<file path="src/rtl/imul_pkg.sv">
package imul_pkg;

    typedef enum logic [1:0] {
        OP_SMUL  = 2'd0,
        OP_UMUL  = 2'd1,
        OP_SMUL3 = 2'd2,
        OP_RSV   = 2'd3
    } imul_op_e;

    typedef enum logic [1:0] {
        ST_IDLE = 2'd0,
        ST_ITER = 2'd1,
        ST_FIX  = 2'd2
    } imul_state_e;

endpackage

</file>
<file path="src/rtl/imul_magnitude.sv">
module imul_magnitude #(
    parameter int WIDTH = 32
) (
    input  logic [WIDTH-1:0] val_i,
    input  logic             is_signed_i,
    output logic [WIDTH-1:0] mag_o,
    output logic             neg_o
);
    always_comb begin
        neg_o = is_signed_i & val_i[WIDTH-1];
        mag_o = neg_o ? (~val_i + 1'b1) : val_i;
    end
endmodule

</file>
<file path="src/rtl/imul_step.sv">
module imul_step #(
    parameter int WIDTH = 32,
    localparam int PW = 2 * WIDTH
) (
    input  logic [PW-1:0] acc_i,
    input  logic [PW-1:0] mcand_i,
    input  logic          bit_i,
    output logic [PW-1:0] acc_o
);
    always_comb begin
        acc_o = bit_i ? (acc_i + mcand_i) : acc_i;
    end
endmodule

</file>
<file path="src/rtl/imul_fit_check.sv">
module imul_fit_check #(
    parameter int WIDTH = 32
) (
    input  logic [WIDTH-1:0] hi_i,
    input  logic [WIDTH-1:0] lo_i,
    input  logic             is_signed_i,
    output logic             fits_o
);
    always_comb begin
        if (is_signed_i) begin
            fits_o = (hi_i == {WIDTH{lo_i[WIDTH-1]}});
        end else begin
            fits_o = (hi_i == '0);
        end
    end
endmodule

</file>
<file path="src/rtl/imul_hilo.sv">
module imul_hilo
    import imul_pkg::*;
#(
    parameter int WIDTH = 32
) (
    input  logic             clk,
    input  logic             rst_n,
    input  logic             start_i,
    input  logic [1:0]       op_i,
    input  logic [WIDTH-1:0] a_i,
    input  logic [WIDTH-1:0] b_i,
    output logic             busy_o,
    output logic             done_o,
    output logic [WIDTH-1:0] hi_o,
    output logic [WIDTH-1:0] lo_o,
    output logic             fits_o,
    output logic             wb_valid_o,
    output logic [WIDTH-1:0] wb_data_o
);
    localparam int PW = 2 * WIDTH;
    localparam int CW = $clog2(WIDTH) + 1;
    localparam logic [CW-1:0] LAST = CW'(WIDTH - 1);

    typedef struct packed {
        imul_state_e     st;
        logic [CW-1:0]   cnt;
        logic [PW-1:0]   acc;
        logic [PW-1:0]   mcand;
        logic [WIDTH-1:0] mplier;
        logic            neg;
        logic            is_signed;
        logic            wb;
        logic [WIDTH-1:0] hi;
        logic [WIDTH-1:0] lo;
        logic            fits;
        logic            done;
        logic            wb_valid;
        logic [WIDTH-1:0] wb_data;
    } imul_regs_t;

    imul_regs_t s_d, s_q;

    // operand preparation: one magnitude unit per operand
    logic             req_signed;
    logic [WIDTH-1:0] opnd   [2];
    logic [WIDTH-1:0] mag    [2];
    logic             negbit [2];

    assign req_signed = (op_i != OP_UMUL);
    assign opnd[0] = a_i;
    assign opnd[1] = b_i;

    for (genvar g = 0; g < 2; g++) begin : g_mag
        imul_magnitude #(.WIDTH(WIDTH)) u_mag (
            .val_i       (opnd[g]),
            .is_signed_i (req_signed),
            .mag_o       (mag[g]),
            .neg_o       (negbit[g])
        );
    end

    // one shift-add step per cycle
    logic [PW-1:0] step_acc;
    imul_step #(.WIDTH(WIDTH)) u_step (
        .acc_i   (s_q.acc),
        .mcand_i (s_q.mcand),
        .bit_i   (s_q.mplier[0]),
        .acc_o   (step_acc)
    );

    // value committed this cycle, and its fit flag
    logic [PW-1:0] commit_val;
    logic          commit_fits;

    always_comb begin
        if (s_q.st == ST_FIX) begin
            commit_val = s_q.neg ? (~s_q.acc + 1'b1) : s_q.acc;
        end else begin
            commit_val = step_acc;
        end
    end

    imul_fit_check #(.WIDTH(WIDTH)) u_fit (
        .hi_i        (commit_val[PW-1:WIDTH]),
        .lo_i        (commit_val[WIDTH-1:0]),
        .is_signed_i (s_q.is_signed),
        .fits_o      (commit_fits)
    );

    always_comb begin
        logic do_commit;
        s_d          = s_q;
        s_d.done     = 1'b0;
        s_d.wb_valid = 1'b0;
        do_commit    = 1'b0;

        unique case (s_q.st)
            ST_IDLE: begin
                if (start_i && (op_i != OP_RSV)) begin
                    s_d.st        = ST_ITER;
                    s_d.cnt       = '0;
                    s_d.acc       = '0;
                    s_d.mcand     = {{WIDTH{1'b0}}, mag[0]};
                    s_d.mplier    = mag[1];
                    s_d.is_signed = req_signed;
                    s_d.neg       = req_signed & (negbit[0] ^ negbit[1]);
                    s_d.wb        = (op_i == OP_SMUL3);
                end
            end
            ST_ITER: begin
                s_d.acc    = step_acc;
                s_d.mcand  = s_q.mcand << 1;
                s_d.mplier = s_q.mplier >> 1;
                s_d.cnt    = s_q.cnt + 1'b1;
                if (s_q.cnt == LAST) begin
                    if (s_q.is_signed) begin
                        s_d.st = ST_FIX;
                    end else begin
                        do_commit = 1'b1;
                    end
                end
            end
            ST_FIX: begin
                do_commit = 1'b1;
            end
            default: begin
                s_d.st = ST_IDLE;
            end
        endcase

        if (do_commit) begin
            s_d.st   = ST_IDLE;
            s_d.hi   = commit_val[PW-1:WIDTH];
            s_d.lo   = commit_val[WIDTH-1:0];
            s_d.fits = commit_fits;
            s_d.done = 1'b1;
            if (s_q.wb) begin
                s_d.wb_valid = 1'b1;
                s_d.wb_data  = commit_val[WIDTH-1:0];
            end
        end
    end

    always_ff @(posedge clk) begin
        if (!rst_n) begin
            s_q <= '0;
        end else begin
            s_q <= s_d;
        end
    end

    assign busy_o     = (s_q.st != ST_IDLE);
    assign done_o     = s_q.done;
    assign hi_o       = s_q.hi;
    assign lo_o       = s_q.lo;
    assign fits_o     = s_q.fits;
    assign wb_valid_o = s_q.wb_valid;
    assign wb_data_o  = s_q.wb_data;

endmodule

</file>
<file path="config.mk">
export PLATFORM = sky130hd
export DESIGN_NAME = imul_hilo
export DESIGN_NICKNAME = d
export VERILOG_FILES = /design/src/rtl/imul_pkg.sv /design/src/rtl/imul_magnitude.sv /design/src/rtl/imul_step.sv /design/src/rtl/imul_fit_check.sv /design/src/rtl/imul_hilo.sv
export SDC_FILE = /design/constraint.sdc
export NUM_CORES = 1
export LEC_CHECK = 0
export ABC_AREA = 0
export BUFFER_PORTS_ARGS = -buffer_cell sky130_fd_sc_hd__buf_2
export CAP_MARGIN = 10
export CORE_MARGIN = 3
export CORE_UTILIZATION = 35
export DETAILED_ROUTE_END_ITERATION = 6
export PLACE_DENSITY = 0.59
export RECOVER_POWER = 100
export SETUP_SLACK_MARGIN = 0.5
export SLEW_MARGIN = 20
export SYNTH_ARGS = -nofsm -noshare
export SYNTH_HDL_FRONTEND = slang
export SYNTH_SLANG_ARGS = --single-unit
</file>
<file path="constraint.sdc">
create_clock -name clk -period 5 [get_ports clk]
set_input_delay 1 -clock clk [delete_from_list [all_inputs] [get_ports clk]]
set_output_delay 1 -clock clk [all_outputs]
set_load 0.03 [all_outputs]
</file>
==> parameters.txt <==
Parameter                              Value

Run status
  Status ... finished, violations left
  Violated checks ... design-rule violations, max-capacitance violations, max-slew violations

Route
  DR DRC count ... 2
  Via count ... approximately 20000
  Final antenna-violating net count ... 0
  Number of detailed-routing iterations run before antenna repair ... 7
  Post-detailed-routing wire length ... 76.69 mm
  DRT iter0 DRCs ... ~2300
  Average wire per standard cell ... roughly 23 µm
  Vias per cell ... 6.117

Global route
  Vias in the first global route ... 18780
  Met3 Track Usage GR ... between 3 and 4%
  Pin count of the biggest net entering global routing ... around 170
  Busiest grt layer ... met2
  Sum of overflow across all layers after global routing ... 0
  Met1 track demand over resource ... a little over a third
  Global Route met2 Usage ... 40.54%
  Global router's overall resource usage ... about a quarter
  Initial antenna violation count ... 1
  Wire length of the first global-routing pass ... between 100 and 150 mm

Pwr
  Clock share of power ... about 48%
  Cell internal power dissipation ... between 4 and 5 mW
  Areal power density over the cells ... ~270 nW/µm²
  Reg power frac ... around two fifths
  Switching part of the total power ... 28.14%
  Part of the total power dissipated in combinational logic ... between 10 and 15%
  Total power after layout ... between 5 and 6 mW
  Lkg Pwr ... about 8.0 nW
  Net switching power figure ... 1.598 mW
  Worst IR drop on VDD ... roughly 0.00018 V

Place
  Placed wire-length estimate after detailed placement ... about 58 mm
  Buffers on Ports ... 168
  Routability congestion estimate from global placement ... 0.9955

STA
  Maximum clock frequency ... 0.2196 GHz
  Final worst clock skew ... roughly 24 ps
  Transition at the pin with the smallest max-transition slack ... 3626 ps
  Fin. Hold Viols ... 0
  Final number of setup-violating endpoints ... 0
  Post-layout min period ... between 4000 and 5000 ps
  Unrepaired setup endpoints after global routing ... false
  Worst Hold Margin ... between 400 and 500 ps
  Max-slew violation count ... around 290
  Total negative setup slack ... 0 ps
  Period utilisation layout ... around 91%
  Max-Slew Margin vs Limit ... -141.8%

Yosys
  Synth top area share ... between 20% and 30%
  Synth Area in Compound Gates ... about a quarter
  Async set-reset flop share out of synthesis ... 0%
  Number of enable-type register cells in the synthesized netlist ... 0
  Count of state elements after synthesis ... between 200 and 300
  Netlist cell types ... ~90
  Netlist Area Pre-Place ... 19220 µm²
  Share of synthesized cell area in full adder, half adder and majority cells ... approximately 4.7%
  Ranking of synthesized cells by area ... dfxtp_1, nor2_1, a21oi_1
  Largest family of logic cells by synthesized area ... compound AO/OA/AOI/OAI gates
  Cells after synthesis ... around 2600
  Yosys warning total ... 0
  Top FF cell, synth ... dfxtp_1
  Net Count, Synth ... between 2000 and 3000
  Part of the Yosys area used for sequential elements ... roughly 28%
  Simple-gate portion of the synthesized area ... between 20% and 30%
  Multiplexer share of the synthesized area ... about 2.6%
  Cell accounting for the most synthesized area ... dfxtp_1
  Fraction of synthesized cell area in xor and xnor cells ... approximately 6.7%
  Average footprint of a synthesized cell ... around 7.4 µm²

Clock tree
  Number of CTS-inserted buffers ... 35
  Post-CTS Repair Setup Buffers ... 0
  Root buffer cell ... clkbuf_16
  Maximum root-to-sink buffer count ... 3
  CTS sink cnt ... 270
  CTS H-tree lvls ... 2
  Clock latency reported for the late side of the worst-skew pair ... between 500 and 600 ps
  TritonCTS clock tree ... yes
  Hold-fix buffer count after cts ... 0
  Clock transition at the register clock pins on the worst setup and hold paths after CTS ... around 60 ps

Critical path
  Required arrival time at the worst endpoint ... around 5500 ps
  Data arrival time of the critical path ... ~5000 ps
  Launching element type of the critical path ... register
  Max Fanout on Critical Path ... 29
  Worst setup EP type ... register
  Kind of critical path ... register to register

Layout
  Number of antenna diodes ... 0
  Number of nets in the layout ... about 2700
  # fillers ... 5732
  Area growth syn-to-layout ... 10.49%
  Commonest non-fill, non-tap cell in the layout ... nor2_1
  Most frequent cells in the layout ... nor2_1, dfxtp_1, a21oi_1
  Fraction of layout cells with a size suffix above 1 ... around a tenth

Floorplanning
  Core region area ... 54030 µm²
  Height of the chip ... around 240 µm
  Die boundary width ... between 200 and 250 µm
  Starting density of the core ... about 36%
  Die Area ... a little under 60000 µm²
  # rows ... 85
  I/O Pins ... around 170

Run
  Count of max-cap constraint violations ... 2

Min path
  Worst Hold Class ... register to register
## worst paths after layout
| check | from | endpoint | slack, ps | depth (start not counted) |
|---|---|---|---|---|
| max reg2reg | s_q[268]$_SDFFE_PP0P_ | fits_o$_SDFFE_PN0P_ | 450 | 11 |
| min reg2reg | hi_o[13]$_SDFFE_PN0P_ | hi_o[13]$_SDFFE_PN0P_ | 450 | 2 |
| min | hi_o[13]$_SDFFE_PN0P_ | hi_o[13]$_SDFFE_PN0P_ | 450 | 2 |
| max | s_q[268]$_SDFFE_PP0P_ | fits_o$_SDFFE_PN0P_ | 450 | 11 |
## registers in the layout, indices dropped and copies added (netlist names)
name,flops
s_q,171
hi_o,32
lo_o,32
wb_data_o,32
done_o,1
fits_o,1
wb_valid_o,1
## worst max-delay path, stage by stage (launching register included)
cell	delay, ps
dfxtp_1	330
inv_1	80
ha_1	1060
clkinv_1	590
buf_4	370
o41ai_1	140
nand2_2	440
or4_1	600
nor4_1	280
nand4_1	170
o41ai_2	280
nand2b_1	130
## area by class of cell
type | count | area, µm² | share of cell area, %
Tap cell | 696 | 870.8 | 4.101
Multi-Input combinational cell | 2015 | 12440 | 58.59
Inverter | 34 | 135.1 | 0.6364
Clock inverter | 18 | 262.8 | 1.237
Sequential cell | 270 | 5406 | 25.46
Timing Repair Buffer | 225 | 1144 | 5.386
Clock buffer | 45 | 973.4 | 4.585
## metal layers
metal | share of wire, % | up-vias
li1 | - | 9359
met1 | 45 | 9827
met2 | 44 | 869
met4 | 4.0 | 0
met3 | 7.1 | 151
met5 | 0 | -
## stage by stage
step           util, %  worst slack (ps)  cells  instance area, µm²
2_1_floorplan        -              1243   2585               19220
3_3_place_gp     37.18             138.0   3240               20090
3_5_place_dp     37.18             174.2   3240               20090
4_1_cts          39.50             547.5   3303               21340
5_1_grt          39.30             267.1   3303               21230
6_report         39.30             446.6   3303               21230
## cells in the mapped netlist, types with 7 or more instances
library cell,number
nand3_1,37
buf_4,96
o21bai_1,7
nand2b_1,22
dfxtp_1,270
xor2_1,83
o21a_1,20
or2_2,14
a222oi_1,58
clkbuf_1,154
buf_1,13
a31oi_1,20
mux2_2,15
inv_1,32
o21ai_0,128
and3_1,10
a211oi_1,34
and2_1,15
a211o_1,7
a21o_1,16
o21ai_1,7
a221oi_1,9
nor2_1,418
ha_1,70
or3_1,21
nand2_1,243
a22oi_1,80
and4_1,10
nand4_1,51
nor3_1,59
xnor2_1,63
o22ai_1,8
nor4_1,29
mux2i_1,34
o211ai_1,14
o31ai_1,25
a21oi_1,257
or4_1,13
o41ai_1,14
## power groups by stage
stage	clock network [mW]	registers, mW	logic [mW]
floorplan	0	2.27	0.461
global placement	0	2.29	0.697
detailed placement	0	2.29	0.706
CTS	2.78	2.25	0.709
global route	2.86	2.25	0.773
finish	2.72	2.25	0.716
## cells by family after synthesis
| logic type | count (synthesis) |
|---|---|
| and+or+nand+nor | 980 |
| xor gates and xnor gates | 147 |
| buffers and inverters | 300 |
| muxes | 49 |
| AOI/OAI and AO/OA | 768 |
| adders and majority gates | 71 |
| DFF | 270 |
## repair_timing
item | in CTS | in global routing
gates cloned | 0 | 0
gates resized for setup | 3 | 14
setup endpoints to repair | 1 | 1
(Power assumes the default switching activity.)
